[src/rtl/vwiden_pkg.sv]
package vwiden_pkg;
    localparam int VEC_W = 128;
    localparam int MODE_W = 5;

    typedef enum logic [1:0] {
        SZ_B = 2'd0,
        SZ_H = 2'd1,
        SZ_W = 2'd2,
        SZ_D = 2'd3
    } size_e;

    typedef struct packed {
        logic  sub;
        logic  sgn;
        logic  odd;
        size_e size;
    } mode_t;

    typedef enum logic {
        ST_IDLE = 1'b0,
        ST_HOLD = 1'b1
    } vstate_e;
endpackage

[src/rtl/vwiden_lanes.sv]
module vwiden_lanes #(
    parameter int VW = 128,
    parameter int SW = 8
) (
    input  logic          odd,
    input  logic          sgn,
    input  logic          sub,
    input  logic [VW-1:0] a,
    input  logic [VW-1:0] b,
    output logic [VW-1:0] y
);
    localparam int WW = 2 * SW;
    localparam int NL = VW / WW;

    for (genvar i = 0; i < NL; i++) begin : g_lane
        logic [SW-1:0] ea, oa, eb, ob, pa, pb;
        logic [WW-1:0] xa, xb;
        assign ea = a[WW*i      +: SW];
        assign oa = a[WW*i + SW +: SW];
        assign eb = b[WW*i      +: SW];
        assign ob = b[WW*i + SW +: SW];
        assign pa = odd ? oa : ea;
        assign pb = odd ? ob : eb;
        assign xa = {{SW{sgn & pa[SW-1]}}, pa};
        assign xb = {{SW{sgn & pb[SW-1]}}, pb};
        assign y[WW*i +: WW] = sub ? (xa - xb) : (xa + xb);
    end
endmodule

[src/rtl/vwiden_ctrl.sv]
module vwiden_ctrl
    import vwiden_pkg::*;
(
    input  logic clk,
    input  logic rst,
    input  logic in_valid,
    output logic load,
    output logic out_valid
);
    vstate_e state, state_nx;

    always_comb begin
        state_nx = state;
        unique case (state)
            ST_IDLE: state_nx = in_valid ? ST_HOLD : ST_IDLE;
            ST_HOLD: state_nx = in_valid ? ST_HOLD : ST_IDLE;
            default: state_nx = ST_IDLE;
        endcase
    end

    always_ff @(posedge clk) begin
        if (rst) state <= ST_IDLE;
        else     state <= state_nx;
    end

    always_comb begin
        load      = in_valid;
        out_valid = (state == ST_HOLD);
    end
endmodule

[src/rtl/vwiden_addsub.sv]
module vwiden_addsub
    import vwiden_pkg::*;
(
    input  logic              clk,
    input  logic              rst,
    input  logic              in_valid,
    input  logic [MODE_W-1:0] mode,
    input  logic [VEC_W-1:0]  opa,
    input  logic [VEC_W-1:0]  opb,
    output logic              out_valid,
    output logic [VEC_W-1:0]  res
);
    localparam int NSZ = 4;

    mode_t m;
    assign m = mode_t'(mode);

    logic [VEC_W-1:0] cand [NSZ];

    for (genvar s = 0; s < NSZ; s++) begin : g_sz
        vwiden_lanes #(.VW(VEC_W), .SW(8 << s)) u_lanes (
            .odd (m.odd),
            .sgn (m.sgn),
            .sub (m.sub),
            .a   (opa),
            .b   (opb),
            .y   (cand[s])
        );
    end

    logic load;
    vwiden_ctrl u_ctrl (
        .clk       (clk),
        .rst       (rst),
        .in_valid  (in_valid),
        .load      (load),
        .out_valid (out_valid)
    );

    logic [VEC_W-1:0] pick;
    always_comb begin
        unique case (m.size)
            SZ_B: pick = cand[0];
            SZ_H: pick = cand[1];
            SZ_W: pick = cand[2];
            SZ_D: pick = cand[3];
            default: pick = cand[0];
        endcase
    end

    always_ff @(posedge clk) begin
        if (load) res <= pick;
    end
endmodule

[config.mk]
export PLATFORM = sky130hd
export DESIGN_NAME = vwiden_addsub
export DESIGN_NICKNAME = d
export VERILOG_FILES = /design/src/rtl/vwiden_pkg.sv /design/src/rtl/vwiden_lanes.sv /design/src/rtl/vwiden_ctrl.sv /design/src/rtl/vwiden_addsub.sv
export SDC_FILE = /design/constraint.sdc
export NUM_CORES = 2
export LEC_CHECK = 0
export CORE_MARGIN = 5
export CORE_UTILIZATION = 25
export DETAILED_ROUTE_END_ITERATION = 10
export SLEW_MARGIN = 20
export SYNTH_ARGS = -nofsm -noshare
export SYNTH_HDL_FRONTEND = slang
export SYNTH_SLANG_ARGS = --single-unit
[constraint.sdc]
create_clock -name clk -period 15.3 [get_ports clk]
set_input_delay 4.59 -clock clk [delete_from_list [all_inputs] [get_ports clk]]
set_output_delay 4.59 -clock clk [all_outputs]
set_load 0.02 [all_outputs]
-- After elaboration in Yosys (flattened, before gate mapping)
Cells that the tools add are included.
- add/subtract/negate cells: 30
- equal/unequal tests: 3
- multiplexer cells: 47
- bitwise logic cells: 30
- reduce and logical (&&, ||, !) cells: 1
- operators with widths (kind ; number):
    $pmux W128 S4 ; 1
    $mux W16 ; 16
    $mux W32 ; 8
    $mux W64 ; 4
    $mux W128 ; 1
    $mux W8 ; 16
    $add A9 B9 Y10 ; 8
    $sub A9 B9 Y10 ; 8
    $add A17 B17 Y18 ; 4
    $sub A17 B17 Y18 ; 4
    $add A33 B33 Y34 ; 2
    $sub A33 B33 Y34 ; 2
    $add A65 B65 Y66 ; 1
    $sub A65 B65 Y66 ; 1
    $and A1 B1 Y1 ; 30
    $eq A2 B2 Y1 const B ; 2
    $eq A2 B1 Y1 const B ; 1
    $logic_not A2 Y1 ; 1
    $mux W1 ; 1
- register bits after elaboration: 129
- input port bits: 264
- output and inout bits: 129
- logic and storage cells: 113

-- Logic depth before layout (Yosys ltp)
- depth after elaboration: 5
- gate-level depth with buffers: 41
- depth with buffers taken out: 26

-- Modules after synthesis
From an unflattened synthesis, not the netlist that was laid out.
- cell total of the unflattened synthesis: 4243
- area, all modules: 36208.5 um^2
- modules (own cells, without submodules) (module ; times used ; cells each ; area an instance (um^2)):
    vwiden_lanes (g_sz[3].u_lanes) ; 1 ; 1131 ; 7890.1
    vwiden_lanes (g_sz[2].u_lanes) ; 1 ; 994 ; 7210.7
    vwiden_lanes (g_sz[0].u_lanes) ; 1 ; 917 ; 7104.3
    vwiden_addsub ; 1 ; 284 ; 7040.5
    vwiden_lanes (g_sz[1].u_lanes) ; 1 ; 914 ; 6921.6
    vwiden_ctrl ; 1 ; 3 ; 41.3

-- Worst setup path after synthesis
OpenSTA, ideal clock, no wires.
- path type: input-to-reg
- start: input port mode[2]
- end: register res[105] (data pin)
- setup time: 0.254 ns
- arrival time: 12.513 ns
- setup slack: 2.533 ns
- stages: 40
- buffers on the path: 14
- cell sequence: buf_6 -> buf_2 -> buf_6 -> buf_2 -> buf_2 -> buf_4 -> buf_2 -> buf_2 -> buf_2 -> buf_4 -> buf_2 -> buf_1 -> clkbuf_1 -> nor2b_1 -> a21oi_1 -> ha_1 -> inv_1 -> a2111o_1 -> [4 not listed] -> and3_4 -> and3_1 -> and2b_1 -> a21oi_1 -> xnor2_1 -> ha_1 -> clkbuf_1 -> nand4_1 -> nor4_1 -> nand4_1 -> o21ai_0 -> a31oi_1 -> o21a_1 -> and3_1 -> o21ai_1 -> a21boi_1 -> o21ai_1 -> a21o_1
- word-level cells in the longest chain between the ends: 5
- elaborated cells between the ends (all ways): 27
- those cells by class: add/sub: 8; mux: 13; bitwise: 6
- ends and longest elaborated chain (what ; line ; text):
    start: declaration ; vwiden_addsub.sv:7 ; input logic [MODE_W-1:0] mode,
    $mux W64, or another cell as far along ; vwiden_lanes.sv:22 ; assign pa = odd ? oa : ea;
    $and A1 B1 Y1 (on tied branches) ; vwiden_lanes.sv:24, vwiden_lanes.sv:25 ;
    $add A65 B65 Y66, or another cell as far along ; vwiden_lanes.sv:26 ; assign y[WW*i +: WW] = sub ? (xa - xb) : (xa + xb);
    $mux W128, or another cell as far along ; vwiden_lanes.sv:26 ;
    $pmux W128 S4 (*) ; vwiden_addsub.sv:42 ; unique case (m.size)
    via pick[105] ; vwiden_addsub.sv:40 ; logic [VEC_W-1:0] pick;
    end signal: assignment ; vwiden_addsub.sv:52 ; if (load) res <= pick;
    end: declaration ; vwiden_addsub.sv:11 ; output logic [VEC_W-1:0] res
Mark *: on every way through the listed nets, which the timed path passes. The rest lies on a longest branch.
A chain may end at the register's enable or synchronous reset.

-- Worst setup path in the final report
- start: input port opb[80]
- end: register res[105] (data pin)
- word-level cells in the longest chain between the ends: 4
- elaborated cells between the ends (all ways): 9
- those cells by class: add/sub: 4; mux: 5
- ends and longest elaborated chain (what ; line ; text):
    start: declaration ; vwiden_addsub.sv:9 ; input logic [VEC_W-1:0] opb,
    $mux W64 or $mux W32 (tied branches) ; vwiden_lanes.sv:23 ; assign pb = odd ? ob : eb;
    $add A65 B65 Y66, or another cell as far along ; vwiden_lanes.sv:26 ;
    $mux W128 or $mux W64 (tied branches) ; vwiden_lanes.sv:26 ;
    $pmux W128 S4 (*) ; vwiden_addsub.sv:42 ;
    via pick[105] ; vwiden_addsub.sv:40 ;
Marks and branches as above.

==> impl_metrics.toml <==
[routing]
wl_mm = 196
drc_errors = 0
drt_iter0_drc = 6375
routedWlPerCell_um = 31.8
drtPass1Iterations = 7
drt-vias-per-instance = 5.93
ant_nets = 0
route.vias.total = 36537

[yosys]
synth_area_leaders = "edfxtp_1 12%, ha_1 12%, a21oi_1 9.1%"
synth.largest_area_cell = "edfxtp_1"
yosys_most_used_dff = "edfxtp_1"
ys_types = 90
synth_area_per_cell_um2 = 7.02
ys_warn_count = 0
syn-instance-count = 4284
synth.net_count = 4849
synth-seq-cells = 123
post-synth-top-count-cell = "nand2_1"
ys_seq_area_share_pct = 12.3
ys_async_sr_fraction_pct = 0
synth.top_cell.area_share_pct = 12.2
syn_area_mm2 = 0.0301
synth_commonest_cells = "620 x nand2_1, 547 x a21oi_1, 329 x nor2_1, 286 x ha_1, 253 x xor2_1"
synth_edf_count = 122

[timing]
finalSetupViolations = 0
postLayoutSetupSlackWorst_ns = 3.39
final_max_slew_viol_count = 0
tightest_slew_ns = 1.34
grt_setup_unrepaired = "no"
min_period_ns = 11.91
fmax_ghz = 0.0840
tns_ns = 0
hold_viol_final = 0
timing.final.crit_share_pct = 77.9
slew_headroom_pct = 10.2

[placed_design]
placed_cell_area_mm2 = 0.0354
io_buffers = 392
routabilityCongestion = 1.09
dp_slack_ns = 3.08
dp_hpwl_mm = 162

[final_layout]
fin_area_mm2 = 0.0361
drive_gt1_share_pct = 3.47
area_growth_pct = 20.2
nets = 5081
utilization_pct = 30.2

[pwr]
power_density_mw_per_mm2 = 92.5
p_leak_nw = 15.4
ir_drop_mv = 0.109

[floorplanning]
die_w_um = 357
io_pins = 393
initial_utilization_pct = 25.1
die_area_mm2 = 0.127
dieHeight_um = 357
fp-row-count = 127
core_mm2 = 0.120

[setup_path]
path_max_fanout = 16
cp.arrival_ns = 12.21
crit_type = "input pin to flop"
crit_path_end_kind = "flop"
worstPathRequired_ns = 15.60
cp-start-kind = "input pin"

[clock_network]
post_cts_buffers = 0
hold_buffers = 0
cts_made_buffers = 17
post_cts_resized = 0
cts_sinks = 123
htreeDepth = 4
clk_pin_slew_ns = 0.07
cts_buffer_depth = 2
cts_tree = "yes"
cts_root_buffer = "clkbuf_16"

[job]
maxCapViolCount = 0

[global_route]
grt_pass1_wl_mm = 265
grt_antenna_before_repair = 33
grt_max_degree = 163
grtUsageTotal_pct = 29.4
first_global_vias = 33422
overflow = 0

[run_status]
outcome = "completed"

[hold_path]
hold_class = "input pin to flop"
[routing by layer]
layer,up-vias,global-route usage [%],wire [µm]
li1,15915,-,-
met1,17364,40.2,81600
met2,2687,41.5,77200
met3,549,9.37,25900
met4,22,14.1,11300
met5,-,0,145
[flip-flops by register name, summed over array words and instances, names as in the netlist]
signal / cells
res: 122
u_ctrl.out_valid: 1
[critical path: stages]
cell	delay [ns]
clkdlybuf4s50_1	0.71
or3b_2	0.62
a22oi_1	0.45
or4bb_1	0.48
or4_4	0.60
or4_4	0.59
nor2_4	0.17
and3_4	0.24
and3_1	0.17
and2b_1	0.15
a21oi_1	0.08
xnor2_1	0.18
ha_1	0.49
nand4_1	0.18
nor4_1	0.39
nand4_1	0.16
o21ai_0	0.19
a31oi_1	0.06
o21a_1	0.16
and3_1	0.19
o21ai_1	0.14
buf_4	0.27
a21boi_1	0.20
buf_4	0.22
o21ai_1	0.25
a21o_1	0.24
[cells in the final DEF, fill, tap and decap left out, drive strengths merged, types with 16 or more instances in the layout]
master / count
nor2: 330
clkbuf: 18
a221oi: 19
o21a: 36
nor3: 112
nand2: 620
o221ai: 18
nand3: 38
nand2b: 52
nor2b: 149
and2: 46
ha: 286
a22oi: 16
edfxtp: 122
nor4: 18
nor3b: 19
or3: 38
a211oi: 36
inv: 150
a31oi: 58
o211ai: 21
o22ai: 22
nand4: 35
and3: 36
mux2i: 32
o31ai: 29
xnor2: 228
diode: 23
clkdlybuf4s50: 386
buf: 50
o21ai: 246
a21oi: 547
a21boi: 28
a21o: 175
xor2: 253
o21bai: 26
[stage by stage]
| stage | hold WS, ns | power, W | instances |
|---|---|---|---|
| 5_1_grt | 4.55 | 0.00349 | 6142 |
| 3_3_place_gp | 5.12 | 0.00278 | 6109 |
| 6_report | 4.52 | 0.00334 | 6164 |
| 3_5_place_dp | 5.13 | 0.00278 | 6109 |
| 2_1_floorplan | 4.66 | 0.00190 | 4284 |
| 4_1_cts | 4.55 | 0.00329 | 6141 |
[where the power goes]
part	internal [W]	switching, W	total (W)
sequential	0.000475	0.0000340	0.000509
combinational	0.000875	0.00148	0.00235
clock	0.000288	0.000197	0.000484
[worst paths after layout]
| kind | startpoint | end | slack, ns | cells after the start |
|---|---|---|---|---|
| min | in_valid | u_ctrl.out_valid$_SDFF_PP0_ | 4.52 | 2 |
| max | opb[80] | res[105]$_DFFE_PP_ | 3.39 | 26 |
[layout make-up]
class / instances / area, µm²
fillers: 13105 / 83500
multi-input cells: 3789 / 24900
repair buffers: 437 / 4280
flip-flops and latches: 123 / 3680
well taps: 1612 / 2020
inverters: 148 / 558
clock buffers: 17 / 425
clock inverters: 15 / 221
diodes: 23 / 57.6
[kinds of logic after synthesis]
| kind of cell | Yosys count | share of synthesized area [%] |
|---|---|---|
| fa+ha+maj | 301 | 12.9 |
| compound gates | 1391 | 28.6 |
| mux | 61 | 2.71 |
| buf+inv | 372 | 4.99 |
| simple gates | 1555 | 24.5 |
| flops | 123 | 12.3 |
| xor+xnor | 481 | 14.0 |
No activity file was read; power rests on OpenSTA's default activity.
